<file path="config.mk">
export PLATFORM = sky130hd
export DESIGN_NAME = dpot_i2c_slave
export DESIGN_NICKNAME = d
export VERILOG_FILES = /design/src/rtl/dpot_i2c_slave.sv
export SDC_FILE = /design/constraint.sdc
export NUM_CORES = 1
export LEC_CHECK = 0
export ABC_AREA = 1
export CORE_ASPECT_RATIO = 0.9
export CORE_MARGIN = 2
export CORE_UTILIZATION = 40
export CTS_BUF_LIST = sky130_fd_sc_hd__clkbuf_4 sky130_fd_sc_hd__clkbuf_8
export CTS_CLUSTER_DIAMETER = 100
export DETAILED_ROUTE_END_ITERATION = 8
export SKIP_CTS_REPAIR_TIMING = 1
export SLEW_MARGIN = 25
export SYNTH_ARGS = -nofsm -noshare
export SYNTH_HDL_FRONTEND = slang
export SYNTH_SLANG_ARGS = --single-unit
</file>
<file path="constraint.sdc">
create_clock -name clk -period 1.8 [get_ports clk]
set_input_delay 0.18 -clock clk [delete_from_list [all_inputs] [get_ports clk]]
set_output_delay 0.18 -clock clk [all_outputs]
set_load 0.05 [all_outputs]
</file>
<file path="src/rtl/dpot_i2c_slave.sv">
module dpot_i2c_slave #(
  parameter logic [6:0] DEV_ID      = 7'b0101000,
  parameter logic [7:0] IVR_RESET   = 8'h80,
  parameter int         PROG_CYCLES = 5000,
  parameter int         SYNC_STAGES = 2
) (
  input  logic       clk,
  input  logic       rst_n,
  input  logic       scl_i,
  input  logic       sda_i,
  output logic       sda_oe,
  output logic [7:0] wiper,
  output logic       busy
);

  localparam int TW = (PROG_CYCLES > 1) ? $clog2(PROG_CYCLES) : 1;
  localparam logic [7:0] A_POS = 8'd0;
  localparam logic [7:0] A_ACC = 8'd2;

  typedef enum logic [3:0] {
    S_IDLE, S_ID, S_ID_ACK, S_ADDR, S_ADDR_ACK, S_WR, S_WR_ACK, S_RD, S_RD_ACK
  } st_t;

  st_t st;
  logic [SYNC_STAGES-1:0] scl_sh, sda_sh;
  logic scl_p, sda_p;
  logic [3:0] cnt;
  logic [7:0] sh, addr, ivr;
  logic acc, rw, mack, nv_pend;
  logic [TW-1:0] tmr;

  always_ff @(posedge clk or negedge rst_n)
    if (!rst_n) begin
      scl_sh <= '1;
      sda_sh <= '1;
      scl_p  <= 1'b1;
      sda_p  <= 1'b1;
    end else begin
      scl_sh <= {scl_sh[SYNC_STAGES-2:0], scl_i};
      sda_sh <= {sda_sh[SYNC_STAGES-2:0], sda_i};
      scl_p  <= scl_sh[SYNC_STAGES-1];
      sda_p  <= sda_sh[SYNC_STAGES-1];
    end

  wire scl_s    = scl_sh[SYNC_STAGES-1];
  wire sda_s    = sda_sh[SYNC_STAGES-1];
  wire start_dt = scl_s & scl_p & sda_p & ~sda_s;
  wire stop_dt  = scl_s & scl_p & ~sda_p & sda_s;
  wire scl_rise = scl_s & ~scl_p;
  wire scl_fall = ~scl_s & scl_p;
  wire [7:0] rx = sh;

  wire [7:0] rd_byte = (addr == A_POS) ? (acc ? ivr : wiper) :
                       (addr == A_ACC) ? {acc, 7'b0} : 8'h00;

  always_ff @(posedge clk or negedge rst_n)
    if (!rst_n) begin
      st      <= S_IDLE;
      cnt     <= '0;
      sh      <= '0;
      addr    <= '0;
      ivr     <= IVR_RESET;
      wiper   <= IVR_RESET;
      acc     <= 1'b0;
      rw      <= 1'b0;
      mack    <= 1'b0;
      nv_pend <= 1'b0;
      sda_oe  <= 1'b0;
      busy    <= 1'b0;
      tmr     <= '0;
    end else if (busy) begin
      st     <= S_IDLE;
      sda_oe <= 1'b0;
      if (tmr == '0) busy <= 1'b0;
      else           tmr  <= tmr - 1'b1;
    end else if (start_dt) begin
      st     <= S_ID;
      cnt    <= '0;
      sda_oe <= 1'b0;
    end else if (stop_dt) begin
      st     <= S_IDLE;
      sda_oe <= 1'b0;
      if (nv_pend) begin
        busy    <= 1'b1;
        tmr     <= TW'(PROG_CYCLES - 1);
        nv_pend <= 1'b0;
      end
    end else begin
      case (st)
        S_ID, S_ADDR, S_WR: begin
          if (scl_rise) begin
            sh  <= {sh[6:0], sda_s};
            cnt <= cnt + 1'b1;
          end else if (scl_fall && cnt == 4'd8) begin
            cnt <= '0;
            if (st == S_ID) begin
              if (rx[7:1] == DEV_ID) begin
                rw     <= rx[0];
                sda_oe <= 1'b1;
                st     <= S_ID_ACK;
              end else begin
                st <= S_IDLE;
              end
            end else if (st == S_ADDR) begin
              addr   <= rx;
              sda_oe <= 1'b1;
              st     <= S_ADDR_ACK;
            end else begin
              if (addr == A_POS) begin
                wiper <= rx;
                if (acc) begin
                  ivr     <= rx;
                  nv_pend <= 1'b1;
                end
              end else if (addr == A_ACC) begin
                acc <= rx[7];
              end
              sda_oe <= 1'b1;
              st     <= S_WR_ACK;
            end
          end
        end
        S_ID_ACK, S_ADDR_ACK, S_WR_ACK: begin
          if (scl_fall) begin
            cnt <= '0;
            if (st == S_ID_ACK && rw) begin
              sh     <= rd_byte;
              sda_oe <= ~rd_byte[7];
              st     <= S_RD;
            end else begin
              sda_oe <= 1'b0;
              st     <= (st == S_ID_ACK) ? S_ADDR : S_WR;
            end
          end
        end
        S_RD: begin
          if (scl_rise) begin
            cnt <= cnt + 1'b1;
          end else if (scl_fall) begin
            if (cnt == 4'd8) begin
              sda_oe <= 1'b0;
              st     <= S_RD_ACK;
            end else begin
              sda_oe <= ~sh[6];
              sh     <= {sh[6:0], 1'b0};
            end
          end
        end
        S_RD_ACK: begin
          if (scl_rise) begin
            mack <= ~sda_s;
          end else if (scl_fall) begin
            cnt <= '0;
            if (mack) begin
              sh     <= rd_byte;
              sda_oe <= ~rd_byte[7];
              st     <= S_RD;
            end else begin
              st <= S_IDLE;
            end
          end
        end
        default: st <= S_IDLE;
      endcase
    end

  AST_IDLE_QUIET: assert property (@(posedge clk) disable iff (!rst_n)
    (st == S_IDLE) |-> !sda_oe);
  AST_DRIVE_ON_LOW: assert property (@(posedge clk) disable iff (!rst_n)
    $rose(sda_oe) |-> !scl_s);
  AST_WIPER_WRITE_ONLY: assert property (@(posedge clk) disable iff (!rst_n)
    $changed(wiper) |-> ($past(st) == S_WR));
  AST_IVR_NEEDS_ACCESS: assert property (@(posedge clk) disable iff (!rst_n)
    $changed(ivr) |-> $past(acc));
  AST_BUSY_AFTER_STOP: assert property (@(posedge clk) disable iff (!rst_n)
    $rose(busy) |-> $past(stop_dt));
  AST_BUSY_DEAF: assert property (@(posedge clk) disable iff (!rst_n)
    busy |-> (st == S_IDLE && !sda_oe));

endmodule

</file>
==> results_dict.tcl, run 1 <==
set metrics [dict create \
    status "completed" \
    seq_area_frac_synth 0.439 \
    cts_root_buffer "clkbuf_8" \
    place_hpwl_um 6530 \
    synth_area_um2 3730 \
    ys.flop_type "dfrtp_1" \
    start_util 0.410 \
    finalMaxSlewViolations 0 \
    stdcell_area_um2 4640 \
    hold_ws_ps 230 \
    cts_sinks 65 \
    cts_buffer_depth 2 \
    synth_cells 500 \
    first_pass_iters 4 \
    skew_ps 10.9 \
    postSynth.asyncResetShare 1.00 \
    core_region_area_um2 9080 \
    dp_slack_ps -66.9 \
    insertion_delay_ps 360 \
    crit_slowest_cell "clkdlybuf4s50_1" \
    placed_area_um2 4130 \
    grt_max_degree 66 \
    p_total_mw 3.15 \
    ios 14 \
    nets 563 \
    grt_antenna_before_repair 0 \
    num_rows 33 \
    cp_data_required_time_ps 1620 \
    maxCapViolCount 0 \
    ant_nets 0 \
    p_leak_nw 2.33 \
    syn_avg_cell_area_um2 7.46 \
    gp_congestion 0.894 \
    syn2layout_area_growth_pct 24.3 \
    slew-limit-headroom 0.665 \
    synth_top_area_cell "dfrtp_1" \
    syn_nets 507 \
    min_path_type "in2reg" \
    cts_max_level 3 \
    viasPerCell 5.02 \
    cts_buffers 9 \
    worstSetupEndpointType "output pin" \
    finalSetupViolCount 0 \
    criticalPathCategory "reg2out" \
    num_antenna_cells 0 \
    grt_util_met1 0.273 \
    die_w_um 106 \
    synth_area_leaders "dfrtp_1, nand2_1, nor2_1" \
    chipHeight_um 95.6 \
    finalCritPeriodShare 0.973 \
    globalRoute.busiestLayer "met2" \
    start_kind "register" \
    crit_family "buffers and inverters" \
    vias 3427 \
    wl_um 9650 \
    postLayoutSetupSlackWorst_ps 48.6 \
    grtUsageTotal 0.196 \
    cts_tree "built" \
    grt_pass1_vias 3112 \
    met2_usage 0.304 \
    grt_overflow 0 \
    max_freq_mhz 571 \
    crit_buf_inv 1 \
    grt_pass1_wl_um 15500 \
    slowest_delay_ps 820 \
    ir_worst_vdd_mv 0.336 \
    io_buffers 13 \
    worstMarginPinSlew_ps 500 \
    dieArea_um2 10100 \
    pwr_density_cell_nw_per_um2 679 \
    wire_per_inst_um 14.1 \
    first_iter_violations 269 \
    synth_cell_types 33 \
    layout-drive-gt1-share 0.258 \
    clkTransAtPathRegs_ps 80 \
    period_minus_slack_ps 1750 \
    rsz0062_at_grt "yes" \
    synth_seq_cells 65 \
    drc 0 \
    worstPathArrival_ps 1570 \
    path_cells "clkdlybuf4s50_1" \
    grtUsageMet3 0.0396 \
    crit_path_max_fanout 3 \
    finalHoldViolCount 0 \
    yosysWarnings 0 \
    fin_util 0.510 \
    synth_edf_count 0 \
    synth.top_cell.area_share 0.383 \
]
## cells in the mapped netlist (2+ instances only)
cell / number
a21oi_1: 4
buf_2: 4
buf_4: 3
buf_6: 2
dfrtp_1: 57
dfstp_2: 8
ha_1: 3
inv_1: 44
inv_2: 4
nand2_1: 156
nand2_2: 10
nand2_4: 2
nand3_1: 45
nand4_1: 5
nor2_1: 65
nor2_2: 7
nor2_4: 3
nor3_1: 6
o21ai_0: 33
o21ai_2: 16
o31ai_1: 5
xnor2_1: 3
xor2_1: 5
## area by class of cell
| cell class | instances | area (um2) |
|---|---|---|
| Inverter | 48 | 180 |
| Sequential cell | 65 | 1640 |
| Tap cell | 122 | 153 |
| Clock inverter | 5 | 30.0 |
| Multi-Input combinational cell | 380 | 2020 |
| Clock buffer | 11 | 151 |
| Timing Repair Buffer | 52 | 458 |
| Fill cell | 921 | 4450 |
## per-stage QoR
stage / TNS [ps] / cells
finish: 0 / 683
detailed placement: -382 / 650
CTS: -716 / 666
global placement: -96.4 / 650
floorplan: 0 / 500
global route: -994 / 683
## path summary, 6_finish.rpt
| check | start | endpoint | slack [ps] | cells past startpoint |
|---|---|---|---|---|
| worst min register to register | scl_sh[0] | scl_sh[1] | 360 | 0 |
| worst max register to register | sda_p | ivr[2] | 50 | 11 |
| worst min-delay path | sda_i | sda_sh[0] | 230 | 1 |
| min in group asynchronous | rst_n | tmr[10] | 360 | 3 |
| max in group asynchronous | rst_n | sda_sh[0] | 1100 | 3 |
| worst max-delay path | wiper[4] | wiper[4] | 50 | 1 |
## registers in the layout (all words and copies together), names as in the netlist, 2 cells and up
name	cells
tmr	13
addr	8
ivr	8
rx	8
wiper	8
cnt	4
st	4
scl_sh	2
sda_sh	2
## placed cells by master, fill, tap and decap left out, types with 6 or more instances in the layout
master / n
inv_1: 40
clkbuf_8: 11
inv_2: 8
nand2_1: 144
buf_4: 34
nand2_2: 19
nor2_1: 59
nand3_1: 43
dfstp_2: 8
dfrtp_1: 53
nor2_2: 10
o21ai_2: 16
clkdlybuf4s50_1: 9
o21ai_0: 32
nor2_4: 6
## kinds of logic (layout without fill, tap and decap cells)
kind of cell | Yosys count | count (layout) | share of synthesized area
AND/OR/NAND/NOR | 303 | 305 | 0.355
multiplexers | 1 | 1 | 0.00268
adder cells (fa/ha/maj) | 3 | 3 | 0.0101
buffers and inverters | 57 | 116 | 0.0658
XOR/XNOR | 8 | 8 | 0.0188
flip-flops | 65 | 65 | 0.439
AO/OA/AOI/OAI | 63 | 63 | 0.108
## where the power goes
group	switching [mW]	total [mW]	internal, mW
Sequential	0.0370	1.56	1.52
Combinational	0.285	0.428	0.143
Clock	0.597	1.16	0.567
## metal layers
metal,up-vias,wire [um]
li1,1717,-
met1,1627,4630
met2,69,4510
met3,14,345
met4,0,158
met5,-,0
Power figures use the tool's default switching activity.
==> inputs of run 2 (changes only) <==
Settings changed: CAP_MARGIN from default to 25.
Clock period 1.8 ns to 1.6 ns, I/O delays scaled along.
==> run 2 against run 1 <==
Against the previous run: the flow now finishes with violations (setup timing); setup slack got worse by 160 ps; routed wire length increased by 7.0%; cell area increased by 12%; register-to-register slack got worse by 160 ps; worst hold slack got worse by 23 ps; global-route usage increased by 0.82 points; clock power increased by 63%; largest cell class unchanged.
==> results_dict.tcl, run 2 (synthesis gave the netlist of run 1 again) <==
set metrics [dict create \
    status "finished with violations" \
    violations "setup timing" \
    ir_worst_vdd_mv 0.463 \
    first_iter_violations 263 \
    whs_endpoint "sda_sh[0]" \
    ant_nets 0 \
    cts_sinks 65 \
    worstMarginPinSlew_ps 364 \
    top_register "tmr" \
    grt_pass1_wl_um 16100 \
    wire_per_inst_um 14.3 \
    pwr_density_cell_nw_per_um2 798 \
    insertion_delay_ps 360 \
    ios 14 \
    viasPerCell 5.01 \
    wl_um 10300 \
    num_antenna_cells 0 \
    regToRegSetupSlack_ps -110 \
    criticalPathCategory "reg2reg" \
    cts_buffers 9 \
    finalCritPeriodShare 1.07 \
    clkTransAtPathRegs_ps 80 \
    fin_util 0.572 \
    syn2layout_area_growth_pct 39.4 \
    final_common_cell "nand2_1" \
    first_pass_iters 6 \
    r2r_cells 10 \
    io_buffers 13 \
    grt_max_degree 66 \
    start_util 0.410 \
    holdPathStages 1 \
    min_path_type "in2reg" \
    grtUsageTotal 0.205 \
    place_hpwl_um 7050 \
    hp-start "sda_i" \
    crit_path_max_fanout 8 \
    power.share.switching 0.256 \
    vias 3609 \
    maxCapViolCount 0 \
    max_freq_mhz 584 \
    worstPathArrival_ps 1950 \
    clkPwrFrac 0.455 \
    layout_common_cells "nand2_1, buf_4, dfrtp_1" \
    rsz0062_at_grt "yes" \
    stdcell_area_um2 5200 \
    cts_buffer_depth 2 \
    dieArea_um2 10100 \
    grt_overflow 0 \
    core_region_area_um2 9080 \
    nets 600 \
    cts_max_level 3 \
    slew-limit-headroom 0.757 \
    layout-drive-gt1-share 0.361 \
    placed_area_um2 4450 \
    p_leak_nw 2.63 \
    tns_ps -2460 \
    crit-reg2reg-capture "wiper[4]" \
    intPower_mw 3.08 \
    grt_antenna_before_repair 0 \
    cts_tree "built" \
    pwr-share-comb 0.122 \
    finalMaxSlewViolations 0 \
    r2r-start "sda_sh[1]" \
    nFillCells 840 \
    grt_pass1_vias 3360 \
    switchingPower_mw 1.06 \
    skew_ps 12.7 \
    chipHeight_um 95.6 \
    worstSetupEndpointType "register" \
    finalSetupViolCount 42 \
    die_w_um 106 \
    cp_data_required_time_ps 1840 \
    postLayoutSetupSlackWorst_ps -112 \
    gp_congestion 0.941 \
    finalHoldViolCount 0 \
    num_rows 33 \
    p_total_mw 4.15 \
    period_minus_slack_ps 1710 \
    seq_power_share 0.423 \
    cts_root_buffer "clkbuf_8" \
    largest_reg_flops 13 \
    dp_slack_ps -267 \
    drc 0 \
    start_kind "register" \
]
-- run 2: power by group through the flow --
stage,Clock [mW],Combinational [mW],Sequential (mW)
finish,1.89,0.508,1.75
global route,2.00,0.564,1.76
CTS,1.93,0.436,1.75
detailed placement,0,0.433,1.78
global placement,0,0.425,1.78
floorplan,0,0.214,1.80
-- run 2: per-layer routing --
layer | vias to the layer above | GRT usage | part of all wire
met1 | 1728 | 0.279 | 0.46
met4 | 0 | 0.0789 | 0.012
met5 | - | 0 | 0
met2 | 81 | 0.323 | 0.48
li1 | 1785 | - | -
met3 | 15 | 0.0417 | 0.048
-- run 2: stage by stage --
stage / instances / hold slack [ps]
after global routing: 720 / 207
after detailed placement: 687 / 209
final: 720 / 207
after global placement: 687 / 206
after floorplan: 500 / -136
after CTS: 703 / -179
-- run 2: final cells by class --
type | count | area [um2] | share of cell area
Tap cell | 122 | 153 | 0.0294
Clock buffer | 9 | 124 | 0.0238
Timing Repair Buffer | 89 | 792 | 0.152
Sequential cell | 65 | 1640 | 0.315
Multi-Input combinational cell | 380 | 2160 | 0.416
Inverter | 48 | 183 | 0.0351
Clock inverter | 7 | 143 | 0.0274
-- run 2: worst max-delay path, cell delays in order (launching register included) --
cell	delay, ps
dfstp_2	590
nor2_4	40
nand2_2	90
nand2_4	70
nor2_4	140
nand2_2	90
a21oi_4	190
nand2_4	110
buf_12	160
nand2_1	70
o21ai_2	50
-- run 2: worst max-delay path by stage --
stage                          from  endpoint  cells past startpoint
after floorplan                busy  wiper[1]                     10
after global placement       cnt[0]        rw                     10
after detailed placement     cnt[0]        rw                     10
after CTS                    cnt[0]    ivr[2]                      9
after global routing          sda_p     st[0]                     12
final                     sda_sh[1]  wiper[4]                     10
==> inputs of run 3 (changes only) <==
Settings changed: GPL_ROUTABILITY_DRIVEN from default to 0.
==> run 3 against run 2 <==
Against the previous run: core utilization shrank 0.98 points; combinational power about the same; clock skew is essentially flat; the run still ends with setup timing left; critical endpoint is now ivr[3]; via count shrank 1.9%; sequential cell count is the same; cell area fell by 1.7%; final cell count is 0.97% lower.
==> results_dict.tcl, run 3 (synthesis gave the netlist of run 1 again) <==
set metrics [dict create \
    wire_per_inst_um 13.8 \
    largest_reg_flops 13 \
    worstMarginPinSlew_ps 329 \
    clkTransAtPathRegs_ps 70 \
    skew_ps 12.3 \
    postLayoutSetupSlackWorst_ps -110 \
    insertion_delay_ps 350 \
    finalSetupViolCount 44 \
    io_buffers 13 \
    grt_pass1_wl_um 15800 \
    grtUsageTotal 0.200 \
    die_w_um 106 \
    start_util 0.410 \
    crit_slowest_cell "dfstp_2" \
    vias 3539 \
    place_hpwl_um 7010 \
    finalHoldViolCount 0 \
    chipHeight_um 95.6 \
    p_leak_nw 2.57 \
    criticalPathCategory "reg2reg" \
    crit_path_max_fanout 8 \
    dieArea_um2 10100 \
    globalRoute.busiestLayer "met2" \
    rsz0062_at_grt "yes" \
    wl_um 9860 \
    min_path_type "in2reg" \
    tns_ps -2950 \
    worstSetupEndpointType "register" \
    placed_area_um2 4450 \
    crit_path_frequent_cell "nand2_2" \
    grt_pass1_vias 3333 \
    layout-drive-gt1-share 0.343 \
    top_register "tmr" \
    cts_buffer_depth 2 \
    core_region_area_um2 9080 \
    layout_common_cells "nand2_1, buf_4, dfrtp_1" \
    drc 0 \
    cts_sinks 65 \
    viasPerCell 4.96 \
    nets 593 \
    first_pass_iters 5 \
    grt_overflow 0 \
    max_freq_mhz 585 \
    final_common_cell "nand2_1" \
    ant_nets 0 \
    grt_max_degree 55 \
    met2_usage 0.322 \
    start_kind "register" \
    first_iter_violations 228 \
    nFillCells 844 \
    hp-start "sda_i" \
    r2r-start "sda_sh[1]" \
    path_cells "nor2_4 -> nand2_2 -> nand2_4 -> nor2_4 -> nand2_2 -> a21oi_4 -> buf_12 -> nand2_8 -> nand2_2 -> o21ai_2" \
    grt_antenna_before_repair 0 \
    cp-startpoint "sda_sh[1]" \
    num_rows 33 \
    grtUsageMet3 0.0396 \
    cts_root_buffer "clkbuf_8" \
    finalMaxSlewViolations 0 \
    cp_data_required_time_ps 1840 \
    ir_worst_vdd_mv 0.512 \
    period_minus_slack_ps 1710 \
    num_antenna_cells 0 \
    maxCapViolCount 0 \
    violations "setup timing" \
    switchingPower_mw 1.05 \
    cts_tree "built" \
    clkPwrFrac 0.413 \
    slew-limit-headroom 0.780 \
    slowest_delay_ps 610 \
    pwr_density_cell_nw_per_um2 754 \
    intPower_mw 2.81 \
    grt_util_met1 0.276 \
    ios 14 \
    layout.cells.non_filler 713 \
    pwr-share-comb 0.133 \
    cts_buffers 9 \
    regToRegSetupSlack_ps -110 \
    seq_power_share 0.455 \
    finalCritPeriodShare 1.07 \
    power.share.switching 0.271 \
    cts_max_level 3 \
    worstPathArrival_ps 1950 \
    post-place-cells 689 \
    syn2layout_area_growth_pct 37.0 \
    status "finished with violations" \
    stdcell_area_um2 5110 \
]
run 3: power by group through the flow:
stage	Clock (mW)	Combinational, mW	Sequential (mW)
after floorplan	0	0.214	1.80
after global placement	0	0.430	1.78
after detailed placement	0	0.435	1.78
after CTS	1.63	0.437	1.75
after global routing	1.69	0.568	1.76
final	1.59	0.511	1.75
run 3: layer usage:
metal | vias up | wire, um
li1 | 1777 | -
met1 | 1672 | 4850
met2 | 73 | 4480
met4 | 0 | 136
met5 | - | 0
met3 | 17 | 393
run 3: stage by stage:
step                      hold slack (ps)  total power, mW  utilization  setup slack, ps
final                                 208             3.85        0.562             -110
after global routing                  199             4.02        0.562             -221
after CTS                            -307             3.81        0.514             -268
after detailed placement             79.7             2.21        0.490             -260
after global placement               73.0             2.21        0.490             -194
after floorplan                      -136             2.01            -            -56.2
run 3: area by class of cell:
cell class              count  area [um2]  area share
clock buffers              11         139      0.0272
clock inverters             5        81.3      0.0159
inverters                  48         185      0.0362
multi-input cells         379        2170       0.425
flip-flops and latches     65        1640       0.321
well taps                 122         153      0.0299
repair buffers             83         739       0.145
run 3: worst paths after layout:
check                                 end  depth (start not counted)
min in group asynchronous         tmr[11]                          2
worst max register to register     ivr[3]                         10
worst min-delay path            sda_sh[0]                          1
max in group asynchronous       sda_sh[1]                          3
worst max-delay path               ivr[3]                         10
worst min register to register  sda_sh[1]                          0
run 3: worst max-delay path: cells and delay by family, from the launching register on:
| kind | cells | cell delay, ps |
|---|---|---|
| and+or+nand+nor | 7 | 580 |
| buffers and inverters | 1 | 150 |
| AOI/OAI and AO/OA | 2 | 250 |
| DFF | 1 | 610 |
